==> src/rtl/lin_hdr_pkg.sv <==
package lin_hdr_pkg;

    typedef enum logic [1:0] {
        ST_IDLE  = 2'd0,
        ST_BREAK = 2'd1,
        ST_WAIT  = 2'd2,
        ST_MEAS  = 2'd3
    } lin_state_e;

    localparam int unsigned SYNC_FALLS = 5;
    localparam int unsigned BIT_SHIFT  = 3;

endpackage

==> src/rtl/lin_rx_sync.sv <==
module lin_rx_sync (
    input  logic clk,
    input  logic rst_n,
    input  logic rx_i,
    output logic rx_s_o,
    output logic fall_o
);

    typedef struct packed {
        logic meta;
        logic sync;
        logic prev;
    } sync_t;

    sync_t r_d, r_q;

    always_comb begin
        r_d      = r_q;
        r_d.meta = rx_i;
        r_d.sync = r_q.meta;
        r_d.prev = r_q.sync;
    end

    always_ff @(posedge clk or negedge rst_n) begin
        if (!rst_n) r_q <= '{meta: 1'b1, sync: 1'b1, prev: 1'b1};
        else        r_q <= r_d;
    end

    assign rx_s_o = r_q.sync;
    assign fall_o = r_q.prev & ~r_q.sync;

endmodule

==> src/rtl/lin_low_timer.sv <==
module lin_low_timer #(
    parameter int unsigned BRK_W = 20
) (
    input  logic             clk,
    input  logic             rst_n,
    input  logic             clear_i,
    input  logic             run_i,
    input  logic             low_i,
    input  logic [BRK_W-1:0] thresh_i,
    output logic             hit_o
);

    localparam int unsigned CW = BRK_W + 1;

    logic [CW-1:0] cnt_d, cnt_q;
    logic [CW-1:0] cnt_inc;

    always_comb begin
        cnt_inc = (cnt_q == {CW{1'b1}}) ? cnt_q : cnt_q + 1'b1;
        hit_o   = run_i & low_i & (cnt_inc >= {1'b0, thresh_i});
        if (clear_i || !run_i || !low_i) cnt_d = '0;
        else                             cnt_d = cnt_inc;
    end

    always_ff @(posedge clk or negedge rst_n) begin
        if (!rst_n) cnt_q <= '0;
        else        cnt_q <= cnt_d;
    end

endmodule

==> src/rtl/lin_sync_timer.sv <==
module lin_sync_timer #(
    parameter int unsigned CNT_W = 16
) (
    input  logic             clk,
    input  logic             rst_n,
    input  logic             start_i,
    input  logic             run_i,
    input  logic             fall_i,
    output logic             done_o,
    output logic             ovf_o,
    output logic [CNT_W-4:0] period_o
);

    import lin_hdr_pkg::*;

    localparam int unsigned EW = 3;

    typedef struct packed {
        logic [CNT_W-1:0] cnt;
        logic [EW-1:0]    falls;
    } tmr_t;

    tmr_t r_d, r_q;

    always_comb begin
        done_o   = run_i & fall_i & (r_q.falls == EW'(SYNC_FALLS - 1));
        ovf_o    = run_i & ~done_o & (r_q.cnt == {CNT_W{1'b1}});
        period_o = r_q.cnt[CNT_W-1:BIT_SHIFT];
        r_d      = r_q;
        if (start_i) begin
            r_d.cnt   = CNT_W'(1);
            r_d.falls = EW'(1);
        end else if (run_i) begin
            r_d.cnt   = r_q.cnt + 1'b1;
            r_d.falls = r_q.falls + EW'(fall_i);
        end else begin
            r_d = '0;
        end
    end

    always_ff @(posedge clk or negedge rst_n) begin
        if (!rst_n) r_q <= '0;
        else        r_q <= r_d;
    end

endmodule

==> src/rtl/lin_hdr_autobaud.sv <==
module lin_hdr_autobaud #(
    parameter int unsigned CNT_W = 16,
    parameter int unsigned BRK_W = 20
) (
    input  logic             clk,
    input  logic             rst_n,
    input  logic             rx_i,
    input  logic             arm_i,
    input  logic [BRK_W-1:0] brk_thresh_i,
    input  logic             brk_irq_en_i,
    input  logic             sync_irq_en_i,
    input  logic             sync_pass_i,
    input  logic             brk_flag_clr_i,
    input  logic             sync_flag_clr_i,
    input  logic             err_flag_clr_i,
    output logic             uart_rx_o,
    output logic             brk_flag_o,
    output logic             sync_flag_o,
    output logic             err_flag_o,
    output logic             brk_irq_o,
    output logic             sync_irq_o,
    output logic [CNT_W-4:0] bit_period_o,
    output logic             period_valid_o
);

    import lin_hdr_pkg::*;

    localparam int unsigned PER_W = CNT_W - 3;

    typedef struct packed {
        lin_state_e       st;
        logic             brk;
        logic             sync;
        logic             err;
        logic             vld;
        logic [PER_W-1:0] per;
    } ctl_t;

    ctl_t r_d, r_q;

    logic             rx_s, fall;
    logic             brk_hit;
    logic             meas_start, meas_done, meas_ovf;
    logic [PER_W-1:0] meas_per;

    lin_rx_sync u_sync (
        .clk    (clk),
        .rst_n  (rst_n),
        .rx_i   (rx_i),
        .rx_s_o (rx_s),
        .fall_o (fall)
    );

    lin_low_timer #(.BRK_W(BRK_W)) u_low (
        .clk      (clk),
        .rst_n    (rst_n),
        .clear_i  (arm_i),
        .run_i    (r_q.st == ST_BREAK),
        .low_i    (~rx_s),
        .thresh_i (brk_thresh_i),
        .hit_o    (brk_hit)
    );

    lin_sync_timer #(.CNT_W(CNT_W)) u_meas (
        .clk      (clk),
        .rst_n    (rst_n),
        .start_i  (meas_start),
        .run_i    (r_q.st == ST_MEAS),
        .fall_i   (fall),
        .done_o   (meas_done),
        .ovf_o    (meas_ovf),
        .period_o (meas_per)
    );

    always_comb begin
        r_d        = r_q;
        r_d.vld    = 1'b0;
        meas_start = 1'b0;

        // clears first, so an event in the same cycle wins
        if (brk_flag_clr_i)  r_d.brk  = 1'b0;
        if (sync_flag_clr_i) r_d.sync = 1'b0;
        if (err_flag_clr_i)  r_d.err  = 1'b0;

        unique case (r_q.st)
            ST_IDLE: ;
            ST_BREAK: begin
                if (brk_hit) begin
                    r_d.st  = ST_WAIT;
                    r_d.brk = 1'b1;
                end
            end
            ST_WAIT: begin
                if (fall) begin
                    r_d.st     = ST_MEAS;
                    meas_start = 1'b1;
                end
            end
            ST_MEAS: begin
                if (meas_done) begin
                    r_d.st   = ST_IDLE;
                    r_d.sync = 1'b1;
                    r_d.vld  = 1'b1;
                    r_d.per  = meas_per;
                end else if (meas_ovf) begin
                    r_d.st  = ST_BREAK;
                    r_d.err = 1'b1;
                end
            end
            default: r_d.st = ST_IDLE;
        endcase

        if (arm_i) begin
            r_d.st     = ST_BREAK;
            meas_start = 1'b0;
        end
    end

    always_ff @(posedge clk or negedge rst_n) begin
        if (!rst_n) r_q <= '{st: ST_IDLE, brk: 1'b0, sync: 1'b0, err: 1'b0,
                             vld: 1'b0, per: '0};
        else        r_q <= r_d;
    end

    always_comb begin
        unique case (r_q.st)
            ST_IDLE: uart_rx_o = rx_s;
            ST_MEAS: uart_rx_o = sync_pass_i ? rx_s : 1'b1;
            default: uart_rx_o = 1'b1;
        endcase
    end

    assign brk_flag_o     = r_q.brk;
    assign sync_flag_o    = r_q.sync;
    assign err_flag_o     = r_q.err;
    assign brk_irq_o      = r_q.brk & brk_irq_en_i;
    assign sync_irq_o     = r_q.sync & sync_irq_en_i;
    assign bit_period_o   = r_q.per;
    assign period_valid_o = r_q.vld;

endmodule

==> config.mk <==
export PLATFORM = sky130hd
export DESIGN_NAME = lin_hdr_autobaud
export DESIGN_NICKNAME = d
export VERILOG_FILES = /design/src/rtl/lin_hdr_pkg.sv /design/src/rtl/lin_rx_sync.sv /design/src/rtl/lin_low_timer.sv /design/src/rtl/lin_sync_timer.sv /design/src/rtl/lin_hdr_autobaud.sv
export SDC_FILE = /design/constraint.sdc
export NUM_CORES = 1
export LEC_CHECK = 0
export ABC_AREA = 1
export BUFFER_PORTS_ARGS = -buffer_cell sky130_fd_sc_hd__buf_4
export CAP_MARGIN = 40
export CORE_ASPECT_RATIO = 1.4
export CORE_MARGIN = 2
export CORE_UTILIZATION = 51
export DETAILED_ROUTE_END_ITERATION = 6
export PLACE_DENSITY = 0.69
export SKIP_CTS_REPAIR_TIMING = 1
export SLEW_MARGIN = 25
export SYNTH_ARGS = -nofsm -noshare
export SYNTH_HDL_FRONTEND = slang
export SYNTH_SLANG_ARGS = --single-unit
==> constraint.sdc <==
create_clock -name clk -period 3.25 [get_ports clk]
set_input_delay 0.65 -clock clk [delete_from_list [all_inputs] [get_ports clk]]
set_output_delay 0.65 -clock clk [all_outputs]
set_load 0.01 [all_outputs]
Word level (Yosys, flattened, before mapping)
Cells that the tools add are included.
{"block": "op_classes", "magnitude_cmp": 1, "muxes": 24, "bitwise_logic": 11, "reduce_logical": 7, "n_shift": 0, "div": 0, "multipliers": 0, "add_sub_neg": 3, "n_eq_ne": 9}
{"op": "$mux W21", "n": 2}
{"op": "$mux W19", "n": 2}
{"op": "$add A21 B1 Y21 const B", "n": 1}
{"op": "$eq A21 B21 Y1 const B", "n": 1}
{"op": "$ge A21 B20 Y1", "n": 1}
{"op": "$add A16 B1 Y16 const B", "n": 1}
{"op": "$eq A16 B16 Y1 const B", "n": 1}
{"op": "$mux W16", "n": 1}
{"op": "$mux W14", "n": 1}
{"op": "$mux W1", "n": 11}
{"op": "$and A1 B1 Y1", "n": 9}
{"op": "$mux W2", "n": 4}
{"op": "$pmux W2 S3", "n": 1}
{"op": "$eq A2 B2 Y1 const B", "n": 2}
{"op": "$ne A4 B4 Y1 const B", "n": 1}
{"op": "$reduce_and A4 Y1", "n": 1}
{"op": "$reduce_bool A4 Y1", "n": 1}
{"op": "$add A3 B1 Y3", "n": 1}
{"op": "$eq A3 B3 Y1 const B", "n": 1}
{"op": "$mux W3", "n": 1}
{"op": "$ne A3 B2 Y1 const B", "n": 1}
{"op": "$ne A3 B3 Y1 const B", "n": 1}
{"op": "$eq A2 B1 Y1 const B", "n": 1}
{"op": "$logic_not A2 Y1", "n": 1}
{"op": "5 further kinds", "n": 7}
{"block": "word_totals", "n_memories": 0, "output_inout_bits": 20, "register_bits": 62, "romBits": 0, "elab_cells": 67, "latch_bits": 0, "ram_bits": 0}

Depth between registers and ports, before layout
Gate-level depths: netlist (run 1).
{"block": "depth", "ltp_word": 11, "depth_mapped": 28, "ltp_nobuf": 28}

Hierarchy
A second synthesis (run 1) with hierarchy kept.
{"block": "unflattened", "hier_cells": 555, "area_unflattened_um2": 4174.0}
{"mod": "lin_low_timer", "n_inst": 1, "area_each_um2": 1953.1, "cells_per_inst": 274}
{"mod": "lin_sync_timer", "n_inst": 1, "area_each_um2": 1134.8, "cells_per_inst": 150}
{"mod": "lin_hdr_autobaud", "n_inst": 1, "area_each_um2": 997.2, "cells_per_inst": 126}
{"mod": "lin_rx_sync", "n_inst": 1, "area_each_um2": 88.8, "cells_per_inst": 5}

Worst setup path after synthesis (run 1)
Ideal clock, no wire load.
{"block": "synth_timing", "path_type": "flip-flop to flip-flop", "startpoint": "register u_low.cnt_q[0]", "endpoint": "register r_q[17] (netlist bit)", "setup_slack_ps": 379, "t_arrival_ps": 2754, "path_buffers": 0, "required_time_ps": 3133, "setup_time_ps": 117, "synth_period_minus_slack_ps": 2871, "stages_incl_launch_ff": 27, "cell_sequence": "dfrtp_1 ha_1 nand2_1 nor2_4 nand2_4 nor2_4 nand2_2 nor2_4 nand2_4 nand3_1 nor2_1 a21oi_1 nor2_1 ha_1 nand2_1 nor2_1 nand2_1 nor2_1 a21oi_1 nor2_1 nor2_1 nand2_1 nand2_2 nand3_2 nand3_1 nand2_1 nand2_1"}
{"block": "synth_via", "elab_chain_cells": 6}
{"item": "start, declared", "line": "lin_low_timer.sv:15", "rtl": "logic [CW-1:0] cnt_d, cnt_q;"}
{"item": "start signal, assigned", "line": "lin_low_timer.sv:27", "rtl": "else cnt_q <= cnt_d;"}
{"item": "$add A21 B1 Y21 / $eq A21 B21 Y1 (equally long branches)", "line": "lin_low_timer.sv:19", "rtl": "cnt_inc = (cnt_q == {CW{1'b1}}) ? cnt_q : cnt_q + 1'b1;"}
{"item": "$mux W21 *", "line": "lin_low_timer.sv:19"}
{"item": "$ge A21 B20 Y1 *", "line": "lin_low_timer.sv:20", "rtl": "hit_o = run_i & low_i & (cnt_inc >= {1'b0, thresh_i});"}
{"item": "$and A1 B1 Y1 *", "line": "lin_low_timer.sv:20"}
{"item": "$ne A3 B3 Y1 (no source line) *"}
{"item": "$reduce_and A4 Y1 (no source line) *"}
{"item": "end signal, assigned", "line": "lin_hdr_autobaud.sv:120", "rtl": "if (!rst_n) r_q <= '{st: ST_IDLE, brk: 1'b0, sync: 1'b0, err: 1'b0,"}
{"item": "end signal, assigned", "line": "lin_hdr_autobaud.sv:122", "rtl": "else r_q <= r_d;"}
{"item": "end, declared", "line": "lin_hdr_autobaud.sv:39", "rtl": "ctl_t r_d, r_q;"}
Mark *: on every way between the ends. The rest lies on a longest branch, timed or not.
A chain may end at the register's enable or synchronous reset.

Worst setup path in the final report (run 1)
{"block": "layout_timing", "startpoint": "register u_low.cnt_q[1]", "endpoint": "register r_q[17] (netlist bit)"}
Same word-level chain as after synthesis.

==> results of run 1 <==
[power by group through the flow]
stage	Clock, uW	Sequential [uW]	Combinational [uW]
2_1_floorplan	0	800	73.0
3_3_place_gp	0	802	136
3_5_place_dp	0	802	139
4_1_cts	803	788	140
5_1_grt	841	788	170
6_report	785	788	151
[layout by cell type, fill, tap and decap left out, drive strengths merged]
cell,n
nand2,115
inv,69
buf,68
dfrtp,59
nor2,56
a21oi,34
ha,28
o21ai,26
nand3,16
nor3,14
clkbuf,13
nand4,12
xor2,8
xnor2,7
nor4,7
and3,3
dfstp,3
nor3b,2
bufinv,2
o22ai,1
a211o,1
a21o,1
o21bai,1
clkinv,1
[routing by layer]
metal  GRT usage (%)  vias to the layer above  part of all wire, %
met4            9.06                        0                  2.6
met5               0                        -                    0
met2            42.7                       59                   55
met1            23.4                     1566                   39
li1                -                     1655                    -
met3            4.63                       18                  3.1
[synthesized netlist by cell type (2+ instances only)]
| master | n | area [um^2] |
|---|---|---|
| nor2_4 | 4 | 45.0 |
| a21oi_1 | 30 | 150 |
| nor3_1 | 12 | 60.1 |
| xor2_1 | 7 | 61.3 |
| inv_2 | 4 | 15.0 |
| nand3_1 | 14 | 70.1 |
| nand2_4 | 4 | 45.0 |
| a21oi_2 | 4 | 35.0 |
| nand2_1 | 107 | 402 |
| nand4_1 | 11 | 68.8 |
| dfstp_2 | 3 | 78.8 |
| inv_1 | 65 | 244 |
| o21ai_1 | 2 | 10.0 |
| clkbuf_1 | 5 | 18.8 |
| nand3_2 | 2 | 20.0 |
| nor2_2 | 7 | 43.8 |
| ha_1 | 28 | 350 |
| buf_4 | 13 | 97.6 |
| and3_1 | 3 | 18.8 |
| nor3b_1 | 2 | 15.0 |
| dfrtp_1 | 59 | 1480 |
| nor2_1 | 45 | 169 |
| nor4_1 | 6 | 37.5 |
| xnor2_1 | 7 | 61.3 |
| nand2_2 | 4 | 25.0 |
| o21ai_0 | 24 | 120 |
| nor3_2 | 2 | 20.0 |
[cell families after synthesis]
kind of cell	Yosys count	share of synthesized area (%)
flops	62	40.4
simple gates	225	27.7
fa+ha+maj	28	9.10
buf+inv	90	10.3
xor+xnor	15	3.61
compound gates	64	8.97
[worst min path at each step]
stage	slack, ns	startpoint	to
6_report	0.16	rst_n	u_meas.period_o[10]
2_1_floorplan	0.35	rst_n	bit_period_o[0]
3_3_place_gp	0.35	u_sync.r_d[1]	u_sync.rx_s_o
5_1_grt	0.16	rst_n	u_meas.period_o[10]
4_1_cts	0.36	u_sync.r_d[1]	u_sync.rx_s_o
3_5_place_dp	0.35	u_sync.r_d[1]	u_sync.rx_s_o
[state kept, by name, indices dropped and copies added (netlist names)]
register / count
u_low.cnt_q: 21
bit_period_o: 13
u_meas.period_o: 13
u_meas.r_q: 6
r_q: 2
brk_flag_o: 1
err_flag_o: 1
period_valid_o: 1
sync_flag_o: 1
u_sync.r_d: 1
u_sync.r_q: 1
u_sync.rx_s_o: 1
[final cells by class]
class | count | share of cell area, %
Tap cell | 97 | 2.60
Sequential cell | 62 | 33.3
Timing Repair Buffer | 68 | 11.4
Multi-Input combinational cell | 332 | 42.2
Clock inverter | 3 | 1.39
Clock buffer | 13 | 3.61
Inverter | 69 | 5.54
[metrics by stage]
| stage | instance area [um^2] | total power (uW) | TNS, ns | hold WS [ns] | setup WS [ns] |
|---|---|---|---|---|---|
| after CTS | 4500 | 1730 | -0.106 | 0.363 | -0.0570 |
| after global routing | 4670 | 1800 | -0.296 | 0.164 | -0.150 |
| final | 4670 | 1720 | 0 | 0.157 | 0.0921 |
| after detailed placement | 4270 | 941 | -0.0379 | 0.353 | -0.0232 |
| after floorplan | 3850 | 873 | 0 | 0.345 | 0.379 |
| after global placement | 4270 | 938 | 0 | 0.347 | 0.0428 |
[worst max-delay path, cell delays in order, from the launching register on]
cell     delay [ns]
dfrtp_1        0.40
ha_2           0.21
nand2_2        0.07
nor2_4         0.15
nand2_4        0.08
nor2_4         0.13
nand2_2        0.07
nor2_4         0.10
nand2_4        0.09
nand2_4        0.10
nor2_2         0.06
nand2_4        0.07
nand2_1        0.06
inv_2          0.06
nor2_1         0.04
ha_1           0.30
buf_4          0.11
nand4_1        0.10
nor3_2         0.20
nand2_1        0.08
nand2_1        0.06
nand2_1        0.05
nand2_1        0.10
nand2_2        0.09
nand3_4        0.08
nand3_2        0.07
nand2_1        0.07
nand2_1        0.04
==> flow_metrics.tcl, run 1 <==
set metrics [dict create \
    grt-ovfl-total 0 \
    finalSetupViolCount 0 \
    fmax_mhz 317 \
    via_per_inst 5.12 \
    fin_crit_ns 3.16 \
    routedWlPerCell_um 13.6 \
    crit_arrival_ns 3.39 \
    synth_area_mm2 0.00385 \
    cts_tree "yes" \
    fin_crit_sh_pct 97.2 \
    p_leak_uw 0.00238 \
    ir_worst_vdd_mv 0.247 \
    drive_gt1_share_pct 24.5 \
    syn_inst 484 \
    r2r-start "u_low.cnt_q[1]" \
    synth_edf_count 0 \
    multi_input_area_mm2 0.00197 \
    crit_path_end "r_q[17]" \
    gr-usage-all-layers_pct 22.3 \
    p_seq_share_pct 45.7 \
    async_flop_share_pct 100 \
    worstMarginPinSlew_ns 0.515 \
    p_per_area_mw_per_mm2 369 \
    cts_sinks 62 \
    drt-total-wl_um 8780 \
    dieArea_mm2 0.00827 \
    cts_root_buf "clkbuf_8" \
    gp_congestion 0.832 \
    h-tree-depth 3 \
    fin_util_pct 63.9 \
    ys_seq_area_share_pct 40.4 \
    ys_seq_elements 62 \
    insertion_delay_ns 0.34 \
    switching_share_pct 22.2 \
    p_clk_share_pct 45.5 \
    vias 3298 \
    path_max_fanout 4 \
    syn-num-nets 542 \
    die_y_um 107 \
    status "finished, final reports clean" \
    p_int_uw 1340 \
    grt_max_degree 63 \
    syn_area_per_cell_um2 7.95 \
    r2r_cells 27 \
    combPwrFrac_pct 8.7 \
    numCtsBuffers 9 \
    crit_type "flop to flop" \
    critPathCaptureType "flop" \
    stdcell_count 644 \
    start_kind "flop" \
    nets 600 \
    area_delta_synth_final_pct 21.4 \
    ys_warn_count 0 \
    nFillCells 680 \
    die_x_um 77.4 \
    synthDistinctLibCells 37 \
    clk_path_buf_depth 2 \
    core_mm2 0.00731 \
    dp_hpwl_um 6780 \
    finalHoldViolCount 0 \
    io_buffer_count 49 \
    first_pass_iters 4 \
    synth_top_flop_cell "dfrtp_1" \
    dp_cells 618 \
    cap_violations 0 \
    relSlewSlack_pct 65.3 \
    net-switching-power_uw 383 \
    hold_class "input port to asynchronous set/reset pin" \
    rows 37 \
    cp-startpoint "u_low.cnt_q[1]" \
    antenna_found_initial 0 \
    reg2reg_setup_slack_ns 0.09 \
    slew_violations 0 \
    diodes 0 \
    grt_pass1_wl_um 14400 \
    finClkSkew_ns 0.00509 \
    path_clk_slew_ns 0.07 \
    first_global_vias 3272 \
    pin_count 50 \
    register_area_mm2 0.00156 \
    drt_iter0_drc 118 \
    worst_ep_required_time_ns 3.49 \
    drc 0 \
    antenna_left 0 \
    rsz0062_at_grt "yes" \
    reg2reg_to "r_q[17]" \
    start_util_pct 52.6 \
]
Power figures use the tool's default switching activity.
==> run 2: changes to the inputs <==
Settings changed: CORE_ASPECT_RATIO 1.4 to 0.75.
==> run 2 against run 1 <==
  * Via count is 0.36% lower
  * Sequential share of layout area grew 0.072 points
  * Utilization down 0.33 points
  * First-iteration DRC count is 100% higher
  * Combinational power increased by 4%
  * Critical path type unchanged
  * Highest routed layer unchanged
  * Clock skew up 0.0058 ns
==> flow_metrics.tcl, run 2 (synthesis gave the netlist of run 1 again) <==
set metrics [dict create \
    status "finished, final reports clean" \
    start_util_pct 52.5 \
    rsz0062_at_grt "yes" \
    path_max_fanout 4 \
    dieArea_mm2 0.00827 \
    rows 27 \
    antenna_left 0 \
    finClkSkew_ns 0.0109 \
    drt_iter0_drc 236 \
    p_clk_share_pct 44.5 \
    p_per_area_mw_per_mm2 365 \
    critPathCaptureType "flop" \
    pin_count 50 \
    net-switching-power_uw 401 \
    p_int_uw 1300 \
    insertion_delay_ns 0.34 \
    p_leak_uw 0.00240 \
    nFillCells 655 \
    crit_type "flop to flop" \
    largest_reg_flops 21 \
    worstMarginPinSlew_ns 0.800 \
    drt-total-wl_um 8730 \
    io_buffer_count 49 \
    hold_class "input port to asynchronous set/reset pin" \
    cts_sinks 62 \
    cts_tree "yes" \
    h-tree-depth 3 \
    vias 3286 \
    p_seq_share_pct 46.3 \
    dp_hpwl_um 6330 \
    nets 600 \
    clk_path_buf_depth 2 \
    numCtsBuffers 9 \
    first_pass_iters 5 \
    routedWlPerCell_um 13.5 \
    combPwrFrac_pct 9.2 \
    core_mm2 0.00733 \
    grt_max_degree 63 \
    diodes 0 \
    drc 0 \
    gr-usage-all-layers_pct 21.9 \
    switching_share_pct 23.6 \
    finalSetupViolCount 0 \
    slew_violations 0 \
    top_register "u_low.cnt_q" \
    fin_util_pct 63.6 \
    drive_gt1_share_pct 23.4 \
    ir_worst_vdd_mv 0.259 \
    first_global_vias 3061 \
    placed_area_mm2 0.00424 \
    via_per_inst 5.07 \
    power_uw 1700 \
    grt-ovfl-total 0 \
    worst_ep_required_time_ns 3.49 \
    mostFrequentLayoutCells "nand2_1 (106), inv_1 (64), buf_4 (64)" \
    path_clk_slew_ns 0.08 \
    final_area_mm2 0.00466 \
    die_x_um 104 \
    cts_root_buf "clkbuf_8" \
    die_y_um 79.2 \
    crit_arrival_ns 3.41 \
    fmax_mhz 316 \
    cap_violations 0 \
    fin_crit_sh_pct 97.5 \
    grt_pass1_wl_um 14300 \
    layout_commonest_cell "nand2_1" \
    area_delta_synth_final_pct 21.0 \
    antenna_found_initial 0 \
    start_kind "flop" \
    gp_congestion 0.881 \
    relSlewSlack_pct 46.4 \
    finalHoldViolCount 0 \
    fin_crit_ns 3.17 \
]
==> run 2: power groups by stage <==
stage / Sequential, uW / Combinational [uW] / Clock [uW]
6_report: 788 / 157 / 756
5_1_grt: 789 / 175 / 808
4_1_cts: 788 / 143 / 772
3_5_place_dp: 803 / 143 / 0
3_3_place_gp: 802 / 137 / 0
2_1_floorplan: 800 / 73.0 / 0
==> run 2: metal layers <==
layer  GRT usage [%]  wire length [um]  vias up
met5               0                 0        -
met4            5.95                87        0
met3            5.34               601       12
met2            34.4              3970      116
met1            30.3              4080     1488
li1                -                 -     1670
==> run 2: path summary, 6_finish.rpt <==
path                                     start               to  slack, ns  cells past startpoint
worst min register to register   u_sync.r_d[1]    u_sync.rx_s_o       0.36                      0
worst max register to register  u_low.cnt_q[1]          r_q[18]       0.08                     25
min in group clk                 u_sync.r_d[1]    u_sync.rx_s_o       0.36                      0
max in group asynchronous                rst_n    u_sync.rx_s_o       2.59                      2
worst max-delay path            u_low.cnt_q[1]          r_q[18]       0.08                     25
worst min-delay path                     rst_n  u_low.cnt_q[11]       0.12                      1
==> run 2: area by class of cell <==
class                      instances  area [um^2]  share of cell area [%]
inverter                          69          259                    5.56
sequential                        62         1560                    33.4
tap                              101          126                    2.71
clock buffer                      10          138                    2.95
timing repair buffer              68          554                    11.9
multi-input combinational        332         1940                    41.7
clock inverter                     6         85.1                    1.83
==> run 2: critical path, cell delays in order, from the launching register on <==
cell and delay, ns:
dfrtp_1 0.38, ha_2 0.21, nand2_2 0.07, nor2_4 0.16, nand2_4 0.10, nor2_4 0.13
nand2_2 0.07, nor2_4 0.12, nand2_4 0.09, nand2_4 0.09, nor2_2 0.05, nand2_4 0.08
nor2_2 0.05, xor2_2 0.15, ha_1 0.34, nand2_1 0.07, o21ai_0 0.22, nor2_1 0.10
nand2_1 0.07, nand2_1 0.05, nand2_1 0.11, nand2_2 0.07, nand3_2 0.09, nand3_2 0.09
nand2_1 0.07, nand2_1 0.05
==> run 2: metrics by stage <==
| stage | setup WS, ns | std cells | TNS, ns | hold WS, ns |
|---|---|---|---|---|
| after global routing | -0.138 | 648 | -0.275 | 0.109 |
| after floorplan | 0.379 | 484 | 0 | 0.345 |
| after detailed placement | 0.0555 | 617 | 0 | 0.350 |
| after global placement | 0.184 | 617 | 0 | 0.348 |
| final | 0.0824 | 648 | 0 | 0.117 |
| after CTS | 0.0569 | 633 | 0 | 0.362 |
